--- src/rtl/roi_pkg.sv ---
package roi_pkg;

  typedef enum logic {PH_CB = 1'b0, PH_CR = 1'b1} chroma_phase_e;

  // inclusive range test on zero-extended positions
  function automatic logic in_span(input logic [15:0] v, input logic [15:0] lo,
                                   input logic [15:0] hi);
    return (v >= lo) && (v <= hi);
  endfunction

endpackage

--- src/rtl/roi_position.sv ---
module roi_position
  import roi_pkg::*;
#(
  parameter int POS_W = 11
) (
  input  logic             clk,
  input  logic             rst_n,
  input  logic             field_start,
  input  logic             line_end,
  input  logic             field_end,
  input  logic             px_valid,
  input  logic [POS_W-1:0] col_lo,
  input  logic [POS_W-1:0] col_hi,
  input  logic [POS_W-1:0] line_lo,
  input  logic [POS_W-1:0] line_hi,
  output logic             take,
  output logic             in_win,
  output chroma_phase_e    phase
);

  logic [POS_W-1:0] col_q, line_q;

  assign take   = px_valid && !field_start && !line_end && !field_end;
  assign in_win = in_span(16'(col_q), 16'(col_lo), 16'(col_hi)) &&
                  in_span(16'(line_q), 16'(line_lo), 16'(line_hi));
  assign phase  = col_q[0] ? PH_CR : PH_CB;

  always_ff @(posedge clk) begin
    if (!rst_n) begin
      col_q  <= '0;
      line_q <= '0;
    end else if (field_start) begin
      col_q  <= '0;
      line_q <= '0;
    end else if (line_end) begin
      col_q  <= '0;
      line_q <= line_q + 1'b1;
    end else if (take) begin
      col_q  <= col_q + 1'b1;
    end
  end


  col_restart_chk: assert property (@(posedge clk) disable iff (!rst_n)
    (field_start || line_end) |=> (col_q == '0));


  line_restart_chk: assert property (@(posedge clk) disable iff (!rst_n)
    field_start |=> (line_q == '0));

endmodule

--- src/rtl/roi_accum.sv ---
module roi_accum
  import roi_pkg::*;
#(
  parameter int PIX_W = 8,
  parameter int ACC_W = 30
) (
  input  logic                    clk,
  input  logic                    rst_n,
  input  logic                    clear,
  input  logic                    take,
  input  logic                    in_win,
  input  chroma_phase_e           phase,
  input  logic [PIX_W-1:0]        luma,
  input  logic [PIX_W-1:0]        chroma,
  output logic [PIX_W-1:0]        peak,
  output logic [ACC_W-1:0]        sum_y,
  output logic signed [ACC_W-1:0] sum_cb,
  output logic signed [ACC_W-1:0] sum_cr
);

  localparam int MID = 1 << (PIX_W - 1);

  // chroma byte minus mid-scale, sign-extended to accumulator width
  function automatic logic signed [ACC_W-1:0] chroma_off(input logic [PIX_W-1:0] c);
    logic signed [PIX_W:0] d;
    d = $signed({1'b0, c}) - $signed((PIX_W+1)'(MID));
    return ACC_W'(d);
  endfunction

  logic hit, hit_cb, hit_cr;
  assign hit    = take && in_win;
  assign hit_cb = hit && (phase == PH_CB);
  assign hit_cr = hit && (phase == PH_CR);

  always_ff @(posedge clk) begin
    if (!rst_n || clear) begin
      peak   <= '0;
      sum_y  <= '0;
      sum_cb <= '0;
      sum_cr <= '0;
    end else begin
      if (hit && luma > peak) peak <= luma;
      if (hit)    sum_y  <= sum_y + ACC_W'(luma);
      if (hit_cb) sum_cb <= sum_cb + chroma_off(chroma);
      if (hit_cr) sum_cr <= sum_cr + chroma_off(chroma);
    end
  end


  peak_mono_chk: assert property (@(posedge clk) disable iff (!rst_n)
    !clear |=> (peak >= $past(peak)));


  sum_mono_chk: assert property (@(posedge clk) disable iff (!rst_n)
    !clear |=> (sum_y >= $past(sum_y)));


  clear_chk: assert property (@(posedge clk) disable iff (!rst_n)
    clear |=> (peak == '0 && sum_y == '0 && sum_cb == '0 && sum_cr == '0));

endmodule

--- src/rtl/roi_latch.sv ---
module roi_latch #(
  parameter int PIX_W = 8,
  parameter int ACC_W = 30
) (
  input  logic                    clk,
  input  logic                    rst_n,
  input  logic                    snap,
  input  logic [PIX_W-1:0]        w_peak,
  input  logic [ACC_W-1:0]        w_sum_y,
  input  logic signed [ACC_W-1:0] w_sum_cb,
  input  logic signed [ACC_W-1:0] w_sum_cr,
  output logic [PIX_W-1:0]        o_peak,
  output logic [ACC_W-1:0]        o_sum_y,
  output logic signed [ACC_W-1:0] o_sum_cb,
  output logic signed [ACC_W-1:0] o_sum_cr,
  output logic                    done
);

  always_ff @(posedge clk) begin
    if (!rst_n) begin
      o_peak   <= '0;
      o_sum_y  <= '0;
      o_sum_cb <= '0;
      o_sum_cr <= '0;
      done     <= 1'b0;
    end else begin
      done <= snap;
      if (snap) begin
        o_peak   <= w_peak;
        o_sum_y  <= w_sum_y;
        o_sum_cb <= w_sum_cb;
        o_sum_cr <= w_sum_cr;
      end
    end
  end


  hold_chk: assert property (@(posedge clk) disable iff (!rst_n)
    !snap |=> ($stable(o_peak) && $stable(o_sum_y) && $stable(o_sum_cb) && $stable(o_sum_cr)));


  done_pulse_chk: assert property (@(posedge clk) disable iff (!rst_n)
    done |-> $past(snap));

endmodule

--- src/rtl/roi_stats.sv ---
module roi_stats
  import roi_pkg::*;
#(
  parameter int PIX_W = 8,
  parameter int POS_W = 11,
  localparam int ACC_W = PIX_W + 2 * POS_W
) (
  input  logic                    clk,
  input  logic                    rst_n,
  input  logic                    field_start,
  input  logic                    line_end,
  input  logic                    field_end,
  input  logic                    px_valid,
  input  logic [PIX_W-1:0]        px_luma,
  input  logic [PIX_W-1:0]        px_chroma,
  input  logic [POS_W-1:0]        win_col_lo,
  input  logic [POS_W-1:0]        win_col_hi,
  input  logic [POS_W-1:0]        win_line_lo,
  input  logic [POS_W-1:0]        win_line_hi,
  output logic [PIX_W-1:0]        stat_peak_y,
  output logic [ACC_W-1:0]        stat_sum_y,
  output logic signed [ACC_W-1:0] stat_sum_cb,
  output logic signed [ACC_W-1:0] stat_sum_cr,
  output logic                    stat_done
);

  // named internal events
  logic          take_w, in_win_w;
  chroma_phase_e phase_w;
  logic [PIX_W-1:0]        w_peak;
  logic [ACC_W-1:0]        w_sum_y;
  logic signed [ACC_W-1:0] w_sum_cb, w_sum_cr;

  roi_position #(.POS_W(POS_W)) u_pos (
    .clk(clk), .rst_n(rst_n), .field_start(field_start), .line_end(line_end),
    .field_end(field_end), .px_valid(px_valid),
    .col_lo(win_col_lo), .col_hi(win_col_hi), .line_lo(win_line_lo), .line_hi(win_line_hi),
    .take(take_w), .in_win(in_win_w), .phase(phase_w)
  );

  roi_accum #(.PIX_W(PIX_W), .ACC_W(ACC_W)) u_acc (
    .clk(clk), .rst_n(rst_n), .clear(field_start), .take(take_w), .in_win(in_win_w),
    .phase(phase_w), .luma(px_luma), .chroma(px_chroma),
    .peak(w_peak), .sum_y(w_sum_y), .sum_cb(w_sum_cb), .sum_cr(w_sum_cr)
  );

  roi_latch #(.PIX_W(PIX_W), .ACC_W(ACC_W)) u_lat (
    .clk(clk), .rst_n(rst_n), .snap(field_end),
    .w_peak(w_peak), .w_sum_y(w_sum_y), .w_sum_cb(w_sum_cb), .w_sum_cr(w_sum_cr),
    .o_peak(stat_peak_y), .o_sum_y(stat_sum_y), .o_sum_cb(stat_sum_cb),
    .o_sum_cr(stat_sum_cr), .done(stat_done)
  );


  strobe_discard_chk: assert property (@(posedge clk) disable iff (!rst_n)
    (px_valid && (line_end || field_end) && !field_start) |=>
      ($stable(w_sum_y) && $stable(w_sum_cb) && $stable(w_sum_cr)));


  done_follow_chk: assert property (@(posedge clk) disable iff (!rst_n)
    field_end |=> stat_done);

endmodule

--- config.mk ---
export PLATFORM = sky130hd
export DESIGN_NAME = roi_stats
export DESIGN_NICKNAME = d
export VERILOG_FILES = /design/src/rtl/roi_pkg.sv /design/src/rtl/roi_position.sv /design/src/rtl/roi_accum.sv /design/src/rtl/roi_latch.sv /design/src/rtl/roi_stats.sv
export SDC_FILE = /design/constraint.sdc
export NUM_CORES = 1
export LEC_CHECK = 0
export BUFFER_PORTS_ARGS = -buffer_cell sky130_fd_sc_hd__buf_2
export CAP_MARGIN = 20
export CORE_MARGIN = 5
export CORE_UTILIZATION = 34
export CTS_BUF_LIST = sky130_fd_sc_hd__clkbuf_2 sky130_fd_sc_hd__clkbuf_4 sky130_fd_sc_hd__clkbuf_8
export CTS_CLUSTER_DIAMETER = 120
export DETAILED_ROUTE_END_ITERATION = 6
export GPL_TIMING_DRIVEN = 0
export HOLD_SLACK_MARGIN = 0.08
export PLACE_DENSITY = 0.58
export SLEW_MARGIN = 0
export SYNTH_ARGS = -nofsm -noshare
export SYNTH_HDL_FRONTEND = slang
export SYNTH_SLANG_ARGS = --single-unit
--- constraint.sdc ---
create_clock -name clk -period 3 [get_ports clk]
set_input_delay 0.15 -clock clk [delete_from_list [all_inputs] [get_ports clk]]
set_output_delay 0.15 -clock clk [all_outputs]
set_load 0.005 [all_outputs]
==> metrics <==
ratio of cells with drive above 1 in the final layout a little under a fifth; DR vias/cell 4.94; H-tree lvl count 2; first-pass GRT wire length 57.2 mm; GRT Util Overall 16.7%; P_sw 1.55 mW; DRC 0; Syn Std Cell Area 12,900 sq um; Clock transition at path regs 60 ps; Final setup viols 0; maximum vdd drop between 300 and 400 uV; largest family of logic cells by synthesized area simple AND/OR/NAND/NOR gates; clock skew 30.4 ps; later-pin clock latency in the skew report 570 ps; crit path capture type flip-flop; number of synthesized flops with an enable pin 0; mux share of post-synthesis cell area 8.93%; Worst Setup Path Type flip-flop to flip-flop; Slew Limit Headroom between 20% and 30%; status complete, no violations; YS warnings 0; DRT Pass-1 Iters 6; Power Internal 4.92 mW; final hold vios 0; ys flop type dfxtp_1; R2R cell count 11; Ant. Diodes 0; multi-input logic area a little over 8000 sq um; Tcrit/Tclk final 96.4%; switching part of the total between 20% and 30%; post-synthesis simple-gate area fraction 21.1%; Pwr Total around 6.5 mW; Synth area leaders dfxtp_1, ha_1, mux2i_1; number of fill cells 3,831; vias in the first global route between 10,000 and 15,000; Seq cells post-synth roughly 220; startpoint types flip-flop; hold path start line_end; Die Wd a little over 200 microns; CP arrival 3340 ps; DR vias 11,200; CTS Sinks around 220; maximum clock frequency around 0.35 GHz; asr flop ratio synth 0%; largest net degree at the start of global routing 25; sequential-to-total area share from yosys stat 34.0%; Hold Crit Class input port to flip-flop; CTS max path bufs 3; post-synthesis compound-gate area fraction 14.2%; Syn Area/Cell 8.63 sq um; Avg WL per Cell 15.9 microns; Flop pwr share approximately 45%; die footprint 41,900 sq um; static leakage about 7.0 nW; antenna violations before repair 0; Clk pwr share 47.6%; TritonCTS clock tree yes; reg-to-reg setup timing slack about 110 ps; Post-Syn Instances 1,494; Starting Density 34.3%; Worst Hold Path Cells 3; Die Height 205 microns; CP max FO 3; core area 37,600 sq um; Reg-to-Reg Start u_acc.sum_cb[0]$_SDFFE_PP0P_; IO Pins 165; Post-DP HPWL about 27 mm; RePlAce Congestion 0.886; Antenna Violating Nets Remaining 0; Slew @ Worst Pin 1060 ps; Seq. cell area approximately 4400 sq um; adder-cell share of the synthesized area 12.1%; cell taking the most area after synthesis dfxtp_1; initial DRC count between 400 and 500; post-synthesis xor/xnor area fraction 5.23%; Routed WL ~36 mm; Worst Hold End u_pos.line_q[1]$_SDFFE_PP0P_; Power Density 414 nW/um^2; hold_ws 126 ps; Final Max Slew Viols 0; TritonCTS Buffers 41; Tmin final 2890 ps; row count between 70 and 80; post-synth top area share 34.0%; Max Cap Viol 0; GRT overflow 0; port buffer count 162; Synth-to-Final Area Change 21.1%; Req. time, crit path 3440 ps; unrepaired setup endpoints after global routing true; clock root buffer clkbuf_8; Final TNS setup 0 ps; Yosys cell types around 70; Layout Nets ~1,900; Synthesized Nets between 1,500 and 2,000; combinational fraction of design power roughly 7.4%; endpoint of the worst register-to-register path u_acc.sum_cb[28]$_SDFFE_PP0P_
-- timing repair --
action	CTS	global route
cloned	1	1
endpoints found under the hold margin	17	0
endpoints found under the setup margin	98	59
hold buffers	12	0
setup buffers	3	5
gates resized for setup	21	25
pin swaps	1	6
-- power groups by stage --
stage	clock (mW)	combinational, mW	sequential, mW
after global routing	3.32	0.533	2.91
final	3.07	0.476	2.91
after global placement	0	0.449	2.98
after detailed placement	0	0.456	2.98
after CTS	3.19	0.473	2.91
after floorplan	0	0.305	2.98
-- synth_stat cells (7+ instances only) --
cell type	n
dfxtp_1	219
nor2b_1	107
nand2b_1	9
mux2i_1	115
o21a_1	10
nand3_1	31
o21ai_1	8
nor3_1	25
nor2_1	101
inv_1	77
a21o_1	36
o21ai_0	42
a21oi_1	131
nand2_1	144
xor2_1	30
and3_1	8
or3_1	13
xnor2_1	47
buf_1	13
clkbuf_1	44
ha_1	120
o21bai_1	14
a31oi_1	7
a211oi_1	13
nand4_1	28
-- final cells by class --
| type | count | area share [%] |
|---|---|---|
| tap | 511 | 4.10 |
| clock buffer | 63 | 5.23 |
| timing repair buffer | 183 | 6.60 |
| multi-input combinational | 1133 | 51.7 |
| buffer | 64 | 1.89 |
| timing repair inverter | 2 | 0.0801 |
| sequential | 219 | 28.1 |
| inverter | 77 | 1.88 |
| clock inverter | 7 | 0.401 |
-- worst max path at each step --
| stage | startpoint | end | slack, ps | cells after the start |
|---|---|---|---|---|
| floorplan | px_chroma[7] | u_acc.sum_cb[29]$_SDFFE_PP0P_ | -30 | 11 |
| global placement | px_chroma[7] | u_acc.sum_cb[29]$_SDFFE_PP0P_ | -920 | 13 |
| detailed placement | px_chroma[7] | u_acc.sum_cb[29]$_SDFFE_PP0P_ | -950 | 13 |
| CTS | u_acc.sum_y[0]$_SDFFE_PP0P_ | u_acc.sum_y[24]$_SDFFE_PP0P_ | 3 | 12 |
| global route | u_pos.col_q[0]$_SDFFE_PP0P_ | u_acc.sum_cr[18]$_SDFFE_PP0P_ | -20 | 11 |
| finish | u_acc.sum_cb[0]$_SDFFE_PP0P_ | u_acc.sum_cb[28]$_SDFFE_PP0P_ | 110 | 11 |
-- stage by stage --
stage / util [%] / std cells / setup slack, ps / area (sq um)
finish: 41.5 / 2259 / 108 / 15600
global route: 41.5 / 2259 / -19.4 / 15600
CTS: 41.2 / 2252 / 2.84 / 15500
detailed placement: 38.2 / 2167 / -949 / 14400
global placement: 38.2 / 2167 / -920 / 14400
floorplan: - / 1494 / -25.8 / 12900
-- cell families (layout without fill, tap and decap cells) --
family | after synthesis | count (layout)
buf+inv | 142 | 396
mux | 115 | 115
xor+xnor | 77 | 77
simple gates | 518 | 518
compound gates | 300 | 300
fa+ha+maj | 123 | 123
flops | 219 | 219
-- registers in the layout, indices dropped and copies added, names as in the netlist --
name	flops
u_acc.sum_cb	30
u_acc.sum_cr	30
u_acc.sum_y	30
u_lat.o_sum_cb	30
u_lat.o_sum_cr	30
u_lat.o_sum_y	30
u_pos.col_q	11
u_pos.line_q	11
u_acc.peak	8
u_lat.o_peak	8
u_lat.done	1
-- worst max-delay path, stage by stage (launching register included) --
cell	delay, ps
dfxtp_1	330
ha_1	220
fa_2	380
a211oi_2	270
o21bai_1	150
o22ai_2	270
nor3_1	120
o31ai_2	300
a21oi_2	140
a221oi_2	300
mux2i_1	220
nand2_1	60
-- metal layers --
layer | GRT usage [%] | up-vias | wire (microns)
met5 | 0 | - | 0
met4 | 4.33 | 0 | 685
met3 | 3.32 | 54 | 1780
met2 | 27.7 | 218 | 16500
met1 | 22.3 | 5203 | 17100
li1 | - | 5678 | -
-- layout by cell type, fill, tap and decap left out, types with 6 or more instances in the layout --
cell,count
dfxtp_1,218
buf_2,164
nand2_1,143
a21oi_1,127
ha_1,119
mux2i_1,115
nor2b_1,107
nor2_1,101
inv_1,75
clkbuf_8,55
xnor2_1,47
o21ai_0,42
a21o_1,36
clkbuf_1,31
nand3_1,30
xor2_1,30
nand4_1,28
nor3_1,23
buf_1,14
o21bai_1,14
or3_1,13
a211oi_1,12
dlygate4sd3_1,12
clkbuf_4,11
o21a_1,10
nand2b_1,9
clkbuf_2,9
and3_1,8
buf_4,8
o211ai_1,6
a31oi_1,6
o21ai_1,6
nor4_1,6
No activity file was read; power rests on OpenSTA's default activity.
